[src/rtl/uart_regbank_pkg.sv]
package uart_regbank_pkg;

    localparam int DATA_W    = 8;
    localparam int ADDR_W    = 3;
    localparam int IER_W     = 4;
    localparam int MCR_W     = 5;
    localparam int DIV_BYTES = 2;
    localparam int DIV_W     = DIV_BYTES * DATA_W;
    localparam int IID_W     = 4;

    typedef enum logic [ADDR_W-1:0] {
        OFS_DATA  = 3'd0,
        OFS_IER   = 3'd1,
        OFS_IID   = 3'd2,
        OFS_LINE  = 3'd3,
        OFS_MODEM = 3'd4,
        OFS_LSTAT = 3'd5,
        OFS_MSTAT = 3'd6,
        OFS_SPARE = 3'd7
    } reg_ofs_e;

    // Field order mirrors the bit positions software writes (MSB first).
    typedef struct packed {
        logic       dlab;
        logic       brk;
        logic       stick;
        logic       even;
        logic       par_en;
        logic       two_stop;
        logic [1:0] wlen;
    } line_cfg_t;

    typedef struct packed {
        logic loop;
        logic out2;
        logic out1;
        logic rts;
        logic dtr;
    } modem_cfg_t;

    typedef struct packed {
        logic [1:0] trig;
        logic [1:0] rsvd;
        logic       dma1;
        logic       tx_clr;
        logic       rx_clr;
        logic       en;
    } fifo_cmd_t;

    typedef struct packed {
        logic                wr_data;
        logic                wr_ier;
        logic                wr_fifo;
        logic                wr_line;
        logic                wr_modem;
        logic [DIV_BYTES-1:0] wr_div;
        logic                rd_data;
    } strobe_t;

    function automatic logic [DATA_W-1:0] iid_byte(input logic fen, input logic [IID_W-1:0] id);
        return {fen, fen, 2'b00, id};
    endfunction

endpackage

[src/rtl/uart_addr_decode.sv]
module uart_addr_decode
    import uart_regbank_pkg::*;
(
    input  logic [ADDR_W-1:0] addr,
    input  logic              wr,
    input  logic              rd,
    input  logic              dlab,
    output strobe_t           st
);
    always_comb begin
        st = '0;
        if (wr) begin
            case (addr)
                OFS_DATA:  if (dlab) st.wr_div[0] = 1'b1; else st.wr_data = 1'b1;
                OFS_IER:   if (dlab) st.wr_div[1] = 1'b1; else st.wr_ier  = 1'b1;
                OFS_IID:   st.wr_fifo  = 1'b1;
                OFS_LINE:  st.wr_line  = 1'b1;
                OFS_MODEM: st.wr_modem = 1'b1;
                default:   ;
            endcase
        end
        if (rd && (addr == OFS_DATA) && !dlab)
            st.rd_data = 1'b1;
    end
endmodule

[src/rtl/uart_divisor_latch.sv]
module uart_divisor_latch
    import uart_regbank_pkg::*;
#(
    parameter int NBYTES = DIV_BYTES,
    parameter int BYTE_W = DATA_W,
    localparam int OUT_W = NBYTES * BYTE_W
)(
    input  logic              clk,
    input  logic              rst,
    input  logic [NBYTES-1:0] wr_byte,
    input  logic [BYTE_W-1:0] wdata,
    output logic [OUT_W-1:0]  value
);
    logic [BYTE_W-1:0] bytes_q [NBYTES];

    for (genvar b = 0; b < NBYTES; b++) begin : g_byte
        always_ff @(posedge clk) begin
            if (rst)
                bytes_q[b] <= '0;
            else if (wr_byte[b])
                bytes_q[b] <= wdata;
        end
        assign value[b*BYTE_W +: BYTE_W] = bytes_q[b];
    end
endmodule

[src/rtl/uart_fifo_ctrl.sv]
module uart_fifo_ctrl (
    input  logic       clk,
    input  logic       rst,
    input  logic       wr,
    input  logic       en_bit,
    input  logic       dma_bit,
    input  logic [1:0] trig_bits,
    input  logic       rx_clr_bit,
    input  logic       tx_clr_bit,
    output logic       fifo_en,
    output logic       dma_mode1,
    output logic [1:0] rx_trig,
    output logic       rx_clr,
    output logic       tx_clr
);
    always_ff @(posedge clk) begin
        if (rst) begin
            fifo_en   <= 1'b0;
            dma_mode1 <= 1'b0;
            rx_trig   <= 2'b00;
            rx_clr    <= 1'b0;
            tx_clr    <= 1'b0;
        end else begin
            rx_clr <= wr & rx_clr_bit;
            tx_clr <= wr & tx_clr_bit;
            if (wr) begin
                fifo_en   <= en_bit;
                dma_mode1 <= dma_bit;
                rx_trig   <= trig_bits;
            end
        end
    end
endmodule

[src/rtl/uart_regbank.sv]
module uart_regbank
    import uart_regbank_pkg::*;
(
    input  logic        clk,
    input  logic        rst,
    input  logic [2:0]  bus_addr,
    input  logic [7:0]  bus_wdata,
    input  logic        bus_wr,
    input  logic        bus_rd,
    output logic [7:0]  bus_rdata,
    input  logic [7:0]  rx_data,
    output logic        rx_pop,
    output logic [7:0]  tx_data,
    output logic        tx_push,
    input  logic [3:0]  irq_id,
    input  logic [7:0]  line_status,
    input  logic [7:0]  modem_status,
    output logic [3:0]  irq_en,
    output logic [1:0]  word_len,
    output logic        two_stop,
    output logic        parity_en,
    output logic        even_parity,
    output logic        stick_parity,
    output logic        break_ctl,
    output logic [15:0] divisor,
    output logic        fifo_en,
    output logic        dma_mode1,
    output logic [1:0]  rx_trig,
    output logic        rx_fifo_clr,
    output logic        tx_fifo_clr,
    output logic        dtr,
    output logic        rts,
    output logic        out1,
    output logic        out2,
    output logic        loopback
);
    line_cfg_t       lcr_q;
    modem_cfg_t      mcr_q;
    logic [IER_W-1:0] ier_q;
    strobe_t         st;
    fifo_cmd_t       fcmd;

    assign fcmd = fifo_cmd_t'(bus_wdata);

    uart_addr_decode u_dec (
        .addr (bus_addr),
        .wr   (bus_wr),
        .rd   (bus_rd),
        .dlab (lcr_q.dlab),
        .st   (st)
    );

    uart_divisor_latch u_div (
        .clk     (clk),
        .rst     (rst),
        .wr_byte (st.wr_div),
        .wdata   (bus_wdata),
        .value   (divisor)
    );

    uart_fifo_ctrl u_fifo (
        .clk        (clk),
        .rst        (rst),
        .wr         (st.wr_fifo),
        .en_bit     (fcmd.en),
        .dma_bit    (fcmd.dma1),
        .trig_bits  (fcmd.trig),
        .rx_clr_bit (fcmd.rx_clr),
        .tx_clr_bit (fcmd.tx_clr),
        .fifo_en    (fifo_en),
        .dma_mode1  (dma_mode1),
        .rx_trig    (rx_trig),
        .rx_clr     (rx_fifo_clr),
        .tx_clr     (tx_fifo_clr)
    );

    always_ff @(posedge clk) begin
        if (rst) begin
            lcr_q <= '0;
            mcr_q <= '0;
            ier_q <= '0;
        end else begin
            if (st.wr_line)  lcr_q <= line_cfg_t'(bus_wdata);
            if (st.wr_modem) mcr_q <= modem_cfg_t'(bus_wdata[MCR_W-1:0]);
            if (st.wr_ier)   ier_q <= bus_wdata[IER_W-1:0];
        end
    end

    always_comb begin
        case (bus_addr)
            OFS_DATA:  bus_rdata = lcr_q.dlab ? divisor[DATA_W-1:0] : rx_data;
            OFS_IER:   bus_rdata = lcr_q.dlab ? divisor[DIV_W-1:DATA_W]
                                              : {{(DATA_W-IER_W){1'b0}}, ier_q};
            OFS_IID:   bus_rdata = iid_byte(fifo_en, irq_id);
            OFS_LINE:  bus_rdata = lcr_q;
            OFS_MODEM: bus_rdata = {{(DATA_W-MCR_W){1'b0}}, mcr_q};
            OFS_LSTAT: bus_rdata = line_status;
            OFS_MSTAT: bus_rdata = modem_status;
            default:   bus_rdata = '0;
        endcase
    end

    assign rx_pop       = st.rd_data;
    assign tx_push      = st.wr_data;
    assign tx_data      = bus_wdata;
    assign irq_en       = ier_q;
    assign word_len     = lcr_q.wlen;
    assign two_stop     = lcr_q.two_stop;
    assign parity_en    = lcr_q.par_en;
    assign even_parity  = lcr_q.even;
    assign stick_parity = lcr_q.stick;
    assign break_ctl    = lcr_q.brk;
    assign dtr          = mcr_q.dtr;
    assign rts          = mcr_q.rts;
    assign out1         = mcr_q.out1;
    assign out2         = mcr_q.out2;
    assign loopback     = mcr_q.loop;
endmodule

[config.mk]
export PLATFORM = sky130hd
export DESIGN_NAME = uart_regbank
export DESIGN_NICKNAME = d
export VERILOG_FILES = /design/src/rtl/uart_regbank_pkg.sv /design/src/rtl/uart_addr_decode.sv /design/src/rtl/uart_divisor_latch.sv /design/src/rtl/uart_fifo_ctrl.sv /design/src/rtl/uart_regbank.sv
export SDC_FILE = /design/constraint.sdc
export NUM_CORES = 1
export LEC_CHECK = 0
export BUFFER_PORTS_ARGS = -buffer_cell sky130_fd_sc_hd__buf_2
export CORE_AREA = 2 2 72 81
export DETAILED_ROUTE_END_ITERATION = 8
export DIE_AREA = 0 0 74 83
export PLACE_DENSITY_LB_ADDON = 0.12
export SYNTH_ARGS = -nofsm -noshare
export SYNTH_HDL_FRONTEND = slang
export SYNTH_SLANG_ARGS = --single-unit
[constraint.sdc]
create_clock -name clk -period 1.45 [get_ports clk]
set_clock_uncertainty 0.2 [all_clocks]
set_input_delay 0.145 -clock clk [delete_from_list [all_inputs] [get_ports clk]]
set_output_delay 0.145 -clock clk [all_outputs]
set_load 0.03 [all_outputs]
==> results of run 1 <==
## area by class of cell
class,count,share of cell area (%)
clock inverters,2,0.343
flip-flops and latches,39,25.9
well taps,75,2.57
multi-input cells,156,36.1
clock buffers,6,1.99
inverters,3,0.309
repair buffers,174,32.8
## critical path, delay by kind of cell, from the launching register on
kind	cells	cell delay (ns)
buffers and inverters	2	0.29
AND/OR/NAND/NOR	1	0.24
AO/OA/AOI/OAI	2	0.61
flip-flops	1	0.37
## through the flow
stage               worst slack [ns]  util (%)
finish                        -0.690      68.9
global route                  -0.730      68.9
CTS                           -0.623      67.3
detailed placement            -0.347      59.8
global placement              -0.338      59.8
floorplan                     -0.362         -
## logic make-up after synthesis
family	Yosys count	share of synthesized area, %
compound gates	41	12.4
simple gates	89	24.3
buf+inv	29	7.80
mux	26	12.4
flops	39	43.1
## power breakdown
| part | switching [mW] | internal (mW) | total (mW) |
|---|---|---|---|
| clock network | 0.380 | 0.336 | 0.716 |
| registers | 0.0198 | 1.17 | 1.19 |
| logic | 0.356 | 0.291 | 0.647 |
| total | 0.755 | 1.79 | 2.55 |
## Yosys cell counts, drive strengths merged (2+ instances only)
cell type	number
dfxtp	23
buf	21
nand2	20
mux2i	18
a21oi	16
edfxtp	16
and2	14
nor2	13
mux2	8
nand3b	8
clkbuf	5
nand3	5
nor2b	5
o21ai	5
nand2b	4
nor3	4
a221oi	3
a22oi	3
and3b	3
inv	3
o22ai	3
a221o	2
a22o	2
and4bb	2
nor3b	2
o2bb2ai	2
or4	2
## sequential cells by signal, summed over array words and instances, names as in the netlist, 2 cells and up
signal	count
u_div.bytes_q	16
irq_en	4
word_len	2
u_fifo.rx_trig	2
## metal layers
| layer | track usage, % | share of wire [%] | vias up |
|---|---|---|---|
| li1 | - | - | 1121 |
| met1 | 31.8 | 45 | 1073 |
| met2 | 38.8 | 49 | 75 |
| met3 | 3.28 | 4.8 | 10 |
| met4 | 6.94 | 1.4 | 0 |
| met5 | 0 | 0 | - |
## worst max-delay path by stage
stage	slack, ns	to
6_report	-0.69	bus_rdata[6]
2_1_floorplan	-0.36	bus_rdata[0]
5_1_grt	-0.73	bus_rdata[6]
3_3_place_gp	-0.34	bus_rdata[1]
3_5_place_dp	-0.35	bus_rdata[1]
4_1_cts	-0.62	bus_rdata[6]
## timing repair
action,4_1_cts,5_1_grt
endpoints found under the hold margin,21,0
pin swaps,10,7
endpoints found under the setup margin,44,46
gates resized for setup,48,19
setup buffers,5,7
hold buffers,8,0
==> metrics, run 1 <==
Routed Antenna Nets 0; most numerous cell on the critical path buf_6; Pleak between 1.5 and 2 nW; required time of the critical path around 1.1 ns; post-synth top area cell edfxtp_1; HPWL after DPL 5.45 mm; Clock Pin Slew Worst Setup and Hold Paths approximately 0.070 ns; top_reg_cell synth dfxtp_1; Critical Path End Type primary output; detailed-route wire length 7.28 mm; Crit Path Max Fanout 5; post-layout min period 2.14 ns; worst hold margin 0.0288 ns; Syn Inst Count around 220; RSZ-0062 raised after global routing true; R2R cell count 9; vias per inst between 5 and 6; CTS Sinks 39; Worst Tran Pin Value 0.732 ns; vias in the first global route between 2000 and 2500; final setup fails 45; setup tns final -10.82 ns; Hold Path Class in2reg; Slew Limit Fails 0; Synthesized Nets ~270; iteration count of the initial detailed-routing pass 4; largest net degree at the start of global routing 16; global-route congestion overflow total 0; Die Footprint 6140 sq um; H-tree levels 2; yosys warns 0; dpl cells around 430; MaxCap Viol Count 0; Non-Filler Instances approximately 460; Critical R2R Capture irq_en[0]$_SDFFE_PP0P_; syn avg cell area 9.74 sq um; Worst Path Arrival between 1.5 and 2 ns; worst hold start bus_wdata[0]; #FFs+latches synth 39; Die Height just over 80 um; GRT Resource Usage Total 23.6%; most frequent cells in the layout buf_2 (84), buf_4 (59), dfxtp_1 (22), buf_6 (19), nand2_1 (18); initial antenna violation count 0; first-pass GRT wire length roughly 11 mm; # fillers roughly 430; Hold EP dtr$_SDFFE_PP0P_; fin nets around 420; Hold Violations, Final 0; crit start category flip-flop; via count ~2300; multi-input logic area roughly 1300 sq um; Hold Path Depth 3; power per standard cell area between 600 and 700 nW/um^2; CP Launch Point lcr_q[7]$_SDFFE_PP0P_; DR WL/cell between 15 and 20 um; Async SR Flop Fraction 0%; Initial Util 41.2%; Design Power between 2 and 3 mW; worst setup path class reg2out; register area roughly 940 sq um; fmax between 400 and 500 MHz; Die Wd between 70 and 80 um; diode count 0; Final period util 148%; Distinct cells, synth 45; highest ir drop seen on vdd about 0.6 mV; share of layout cells above drive strength 1 57.1%; Area Overhead vs Synth 67.1%; I/O Buffers 98; initial drt markers roughly 120; worst reg2reg path startpoint lcr_q[7]$_SDFFE_PP0P_; R2R Setup Slk -0.35 ns; synthesized area roughly 2200 sq um; Max clock buf depth 2; core outline area 5290 sq um; Worst slew margin slightly above 50%; post-synth top area share approximately 22%; drt drc 0; root buf cell clkbuf_8; number of top-level pins 99; slowest stage delay, CP roughly 0.50 ns; CP max stage cell a222oi_1; Critical Path, Cell by Cell buf_6 > and4bb_2 > a222oi_1 > o21ai_2 > buf_6; final instance area between 3000 and 4000 sq um; GP Congestion about 0.86; EDFF count, synth 16; number of buffers created by CTS 5; failing checks negative setup slack; Worst Slack Setup Final -0.690 ns; row count 28; status complete, but fails checks; Area after DPL ~3200 sq um; post-synthesis sequential area ratio between 40% and 50%; most common cell after layout, fill and taps aside buf_2; clock latency at the later pin of the worst-skew pair 0.29 ns; clock tree from TritonCTS built; dominant cells by area after synthesis edfxtp_1 (22%), dfxtp_1 (21%), mux2i_1 (8.3%)
Power figures use the tool's default switching activity.
==> inputs of run 2 (changes only) <==
Settings changed: GPL_TIMING_DRIVEN from default to 0, REMOVE_ABC_BUFFERS from default to 1.
==> run 2 against run 1 <==
Effect of this change:
- the run still ends with negative setup slack left
- clock power grew 32%
- sequential share of layout area grew 3.6 points
- routed wire length shrank 7.5%
- via count shrank 7.1%
- global-route usage shrank 2.3 points
- cell area shrank 12%
- hold slack gained 0.026 ns
- power grew 5.4%
- largest power group unchanged
==> metrics, run 2 (same netlist as run 1, synthesis figures left out) <==
largest register by flop count u_div.bytes_q (unchanged); setup tns final -8.98 ns (was -10.82 ns); R2R cell count 4 (was 9); Worst slew margin 54.1% (was 51.1%); CP max stage cell or4_4 (was a222oi_1); fin nets 368 (was 422); root buf cell clkbuf_8 (unchanged); max FFs per register 16 (unchanged); largest net degree at the start of global routing 30 (was 16); clock tree from TritonCTS built (unchanged); global-route congestion overflow total 0 (unchanged); iteration count of the initial detailed-routing pass 5 (was 4); fmax 471 MHz (was 467 MHz); number of buffers created by CTS 5 (unchanged); CP Launch Point lcr_q[7]$_SDFFE_PP0P_ (unchanged); power per standard cell area 840 nW/um^2 (was 699 nW/um^2); core outline area 5290 sq um (unchanged); Area Overhead vs Synth 46.7% (was 67.1%); vias in the first global route 1949 (was 2200); Final period util 146% (was 148%); row count 28 (unchanged); Area after DPL 2620 sq um (was 3160 sq um); Crit Path Max Fanout 7 (was 5); most common cell after layout, fill and taps aside buf_2 (unchanged); RSZ-0062 raised after global routing true (unchanged); I/O Buffers 98 (unchanged); Routed Antenna Nets 0 (unchanged); H-tree levels 2 (unchanged); Die Footprint 6140 sq um (unchanged); final instance area 3200 sq um (was 3650 sq um); Hold Path Class in2reg (unchanged); clock latency at the later pin of the worst-skew pair 0.29 ns (about the same); Hold Path Depth 3 (unchanged); vias per inst 5.28 (was 5.01); drt drc 0 (unchanged); worst hold start bus_wr (was bus_wdata[0]); detailed-route wire length 6.74 mm (was 7.28 mm); GP Congestion 0.784 (was 0.858); pre-CTS WS -1.05 ns (was -0.347 ns); number of top-level pins 99 (unchanged); status complete, but fails checks (unchanged); Max clock buf depth 2 (unchanged); crit start category flip-flop (unchanged); Clock Pin Slew Worst Setup and Hold Paths 0.08 ns (was 0.07 ns); CTS Sinks 39 (unchanged); worst setup path class reg2out (unchanged); MaxCap Viol Count 0 (unchanged); share of layout cells above drive strength 1 46.0% (was 57.1%); Pleak 1.41 nW (was 1.67 nW); Critical Path End Type primary output (unchanged); Worst Path Arrival 1.78 ns (was 1.80 ns); Worst Slack Setup Final -0.672 ns (was -0.690 ns); initial drt markers 119 (unchanged); HPWL after DPL 4.20 mm (was 5.45 mm); GRT Resource Usage Total 21.3% (was 23.6%); highest ir drop seen on vdd 0.671 mV (was 0.597 mV); final setup fails 44 (was 45); Worst Tran Pin Value 0.686 ns (was 0.732 ns); Hold Violations, Final 0 (unchanged); Die Height 83 um (unchanged); most frequent cells in the layout buf_2 (85), dfxtp_1 (21), nand2_1 (18), mux2i_1 (17) (was buf_2 (84), buf_4 (59), dfxtp_1 (22), buf_6 (19), nand2_1 (18)); via count 2117 (was 2279); DR WL/cell 16.8 um (was 16.0 um); post-layout min period 2.12 ns (was 2.14 ns); Initial Util 41.2% (unchanged); slowest stage delay, CP 0.42 ns (was 0.50 ns); worst reg2reg path startpoint lcr_q[7]$_SDFFE_PP0P_ (unchanged); Slew Limit Fails 0 (unchanged); diode count 0 (unchanged); Die Wd 74 um (unchanged); Critical Path, Cell by Cell mux2_4 > a22o_1 > or4_4 > buf_6 (was buf_6 > and4bb_2 > a222oi_1 > o21ai_2 > buf_6); initial antenna violation count 0 (unchanged); required time of the critical path 1.11 ns (about the same); first-pass GRT wire length 10.1 mm (was 11.1 mm); failing checks negative setup slack (unchanged)
==> run 2: path summary, 6_finish.rpt <==
check                                  end  slack, ns
hold reg to reg   word_len[0]$_SDFFE_PP0P_       0.28
setup / recovery              bus_rdata[3]      -0.67
hold / removal      irq_en[1]$_SDFFE_PP0P_       0.05
setup reg to reg    irq_en[3]$_SDFFE_PP0P_      -0.27
==> run 2: per-layer routing <==
layer	global-route usage [%]	part of all wire (%)	up-vias
met3	3.40	6.3	7
li1	-	-	1009
met2	35.8	49	92
met4	5.12	0.88	0
met1	28.1	43	1009
met5	0	0	-
==> run 2: repair_timing <==
| item | CTS | global route |
|---|---|---|
| hold buffers | 8 | 0 |
| pin swaps | 5 | 6 |
| gates resized for setup | 44 | 24 |
| setup buffers | 11 | 2 |
| endpoints found under the hold margin | 26 | 0 |
| endpoints found under the setup margin | 50 | 47 |
==> run 2: final cells by class <==
cell class                 count  area (sq um)
clock buffer                   6          82.6
clock inverter                 2          35.0
fill                         477          2090
inverter                       3          11.3
multi-input combinational    156          1230
sequential                    39           946
tap                           75          93.8
timing repair buffer         120           798
==> run 2: power by group <==
group	total, mW	switching, mW	internal, mW
sequential	1.19	0.0198	1.17
clock	0.946	0.389	0.557
combinational	0.556	0.324	0.232
total	2.69	0.733	1.95
==> run 2: metrics by stage <==
stage / util (%) / total power [mW] / std cells / hold slack [ns]
after global routing: 60.5 / 2.79 / 401 / 0.0850
after global placement: 49.3 / 1.66 / 371 / 0.220
final: 60.5 / 2.69 / 401 / 0.0545
after floorplan: - / 1.43 / 198 / 0.0141
after detailed placement: 49.6 / 1.66 / 372 / 0.228
after CTS: 58.1 / 2.67 / 399 / 0.0442
==> run 2: worst max-delay path, delay by kind of cell (launching register included) <==
| kind | cells | cell delay (ns) |
|---|---|---|
| compound gates | 1 | 0.20 |
| mux | 1 | 0.31 |
| simple gates | 1 | 0.42 |
| flops | 1 | 0.41 |
| buf+inv | 1 | 0.15 |
==> inputs of run 3 (changes only) <==
Settings changed: REMOVE_ABC_BUFFERS 1 to default.
==> run 3 against run 2 <==
Effect of this change:
- the run still ends with negative setup slack left
- critical endpoint unchanged
- critical path depth did not move
- first-iteration DRC count down 10%
- largest power group unchanged
- via count rose by 5.4%
- global-route usage grew 2.7 points
- non-clock buffer count up 25
- hold slack got worse by 0.052 ns
- critical path type unchanged
- maximum frequency increased by 0.56%
- final cell count up 6.2%
==> metrics, run 3 (same netlist as run 1, synthesis figures left out) <==
CP Launch Point lcr_q[7]$_SDFFE_PP0P_ (unchanged); I/O Buffers 96 (was 98); number of top-level pins 99 (unchanged); Area Overhead vs Synth 56.0% (was 46.7%); setup tns final -10.37 ns (was -8.98 ns); share of layout cells above drive strength 1 51.9% (was 46.0%); Levels on crit path 4 (unchanged); iteration count of the initial detailed-routing pass 5 (unchanged); global-route congestion overflow total 0 (unchanged); CP delay by family, top simple AND/OR/NAND/NOR gates (unchanged); number of buffers created by CTS 5 (unchanged); HPWL after DPL 5.09 mm (was 4.20 mm); worst setup path class reg2out (unchanged); worst reg2reg path startpoint lcr_q[7]$_SDFFE_PP0P_ (unchanged); initial drt markers 107 (was 119); status complete, but fails checks (unchanged); CP bufs+invs 1 (unchanged); largest net degree at the start of global routing 12 (was 30); Hold Path Depth 2 (was 3); diode count 0 (unchanged); max FFs per register 16 (unchanged); slowest stage delay, CP 0.41 ns (was 0.42 ns); via count 2231 (was 2117); top sig layer met4 (unchanged); Worst slew margin 53.1% (was 54.1%); core outline area 5290 sq um (unchanged); vias per inst 5.24 (was 5.28); post-layout min period 2.11 ns (was 2.12 ns); most common cell after layout, fill and taps aside buf_2 (unchanged); DR WL/cell 17.0 um (was 16.8 um); MaxCap Viol Count 0 (unchanged); Hold Path Class in2reg (unchanged); CP max stage cell or4_4 (unchanged); crit start category flip-flop (unchanged); Die Wd 74 um (unchanged); most frequent cells in the layout buf_2 (92), dfxtp_1 (22), nand2_1 (18), buf_6 (17), mux2i_1 (17) (was buf_2 (85), dfxtp_1 (21), nand2_1 (18), mux2i_1 (17)); first-pass GRT wire length 11.0 mm (was 10.1 mm); required time of the critical path 1.11 ns (about the same); Hold Violations, Final 0 (unchanged); RSZ-0062 raised after global routing true (unchanged); Routed met3 length 416 um (was 423 um); largest register by flop count u_div.bytes_q (unchanged); Routed Antenna Nets 0 (unchanged); vias in the first global route 2104 (was 1949); GRT Resource Usage Total 24.0% (was 21.3%); highest ir drop seen on vdd 0.721 mV (was 0.671 mV); Max clock buf depth 2 (unchanged); WL met2 3.54 mm (was 3.33 mm); worst hold start bus_wdata[6] (was bus_wr); Final period util 146% (about the same); fin nets 393 (was 368); root buf cell clkbuf_8 (unchanged); R2R cell count 6 (was 4); Critical Path, Cell by Cell mux2_2 > a22o_1 > or4_4 > buf_6 (was mux2_4 > a22o_1 > or4_4 > buf_6); routed length on met1 3.18 mm (was 2.92 mm); clock latency at the later pin of the worst-skew pair 0.29 ns (about the same); fmax 474 MHz (was 471 MHz); Die Footprint 6140 sq um (unchanged); Initial Util 41.2% (unchanged); Clock Pin Slew Worst Setup and Hold Paths 0.08 ns (about the same); detailed-route wire length 7.26 mm (was 6.74 mm); H-tree levels 2 (unchanged); clock tree from TritonCTS built (unchanged); power per standard cell area 740 nW/um^2 (was 840 nW/um^2); Worst Path Arrival 1.76 ns (was 1.78 ns); Slew Limit Fails 0 (unchanged); final setup fails 44 (unchanged); CTS Sinks 39 (unchanged); drt drc 0 (unchanged); pre-CTS WS -0.571 ns (was -1.05 ns); Die Height 83 um (unchanged); failing checks negative setup slack (unchanged); row count 28 (unchanged); Critical Path End Type primary output (unchanged); initial antenna violation count 0 (unchanged); Pleak 1.51 nW (was 1.41 nW); Worst Slack Setup Final -0.660 ns (was -0.672 ns); GP Congestion 0.909 (was 0.784); Worst Tran Pin Value 0.703 ns (was 0.686 ns); Crit Path Max Fanout 3 (was 7)
-- run 3: changes by cell type in the layout (fill, tap and decap cells not counted), moves of 3 or more --
cell / previous run / this run
clkbuf_1: 0 / 6
buf_6: 10 / 17
buf_4: 12 / 15
and2_1: 14 / 8
o21ai_2: 0 / 5
and2_4: 0 / 6
dlygate4sd3_1: 8 / 11
o21ai_1: 5 / 0
buf_2: 85 / 92
-- run 3: worst reg2reg max path: cells and delay by family (launching register included) --
family / cells / cell delay (ns)
DFF: 1 / 0.37
AOI/OAI and AO/OA: 2 / 0.21
buffers and inverters: 3 / 0.39
and+or+nand+nor: 1 / 0.53
-- run 3: cell type report --
| type | count | area [sq um] |
|---|---|---|
| Tap cell | 75 | 93.8 |
| Buffer | 26 | 191 |
| Sequential cell | 39 | 945 |
| Clock inverter | 1 | 5.00 |
| Fill cell | 437 | 1890 |
| Multi-Input combinational cell | 156 | 1300 |
| Timing Repair Buffer | 119 | 778 |
| Clock buffer | 7 | 76.3 |
| Inverter | 3 | 11.3 |
-- run 3: metrics by stage --
stage	hold slack, ns	area (sq um)	util, %	std cells	power (mW)
after floorplan	0.0734	2300	-	224	1.55
after global placement	0.223	2870	54.3	395	1.73
after detailed placement	0.234	2870	54.3	395	1.73
after CTS	0.00312	3300	62.5	422	2.50
after global routing	0.0111	3400	64.4	426	2.62
final	0.00284	3400	64.4	426	2.52
-- run 3: timing repair --
| item | CTS | global route |
|---|---|---|
| setup buffers | 8 | 4 |
| endpoints found under the hold margin | 19 | 0 |
| pin swaps | 5 | 5 |
| gates resized for setup | 42 | 19 |
| hold buffers | 11 | 0 |
| setup endpoints to repair | 45 | 54 |
| cloned | 0 | 0 |
-- run 3: path summary, 6_finish.rpt --
check / slack (ns) / end
worst min register to register: 0.27 / parity_en$_SDFFE_PP0P_
worst max register to register: -0.38 / irq_en[2]$_SDFFE_PP0P_
worst min-delay path: 0.003 / u_div.bytes_q[1][6]$_SDFFCE_PN0P_
worst max-delay path: -0.66 / bus_rdata[3]
-- run 3: report_power, final --
group | switching (mW) | leakage [nW] | internal [mW]
Sequential | 0.0200 | 0.352 | 1.17
Clock | 0.382 | 0.0422 | 0.338
Combinational | 0.351 | 1.12 | 0.261
-- run 3: per-layer routing --
metal  track usage, %  up-vias
met5                0        -
met3             3.76       12
met1             32.4     1063
met4             10.1        0
li1                 -     1069
met2             37.5       87
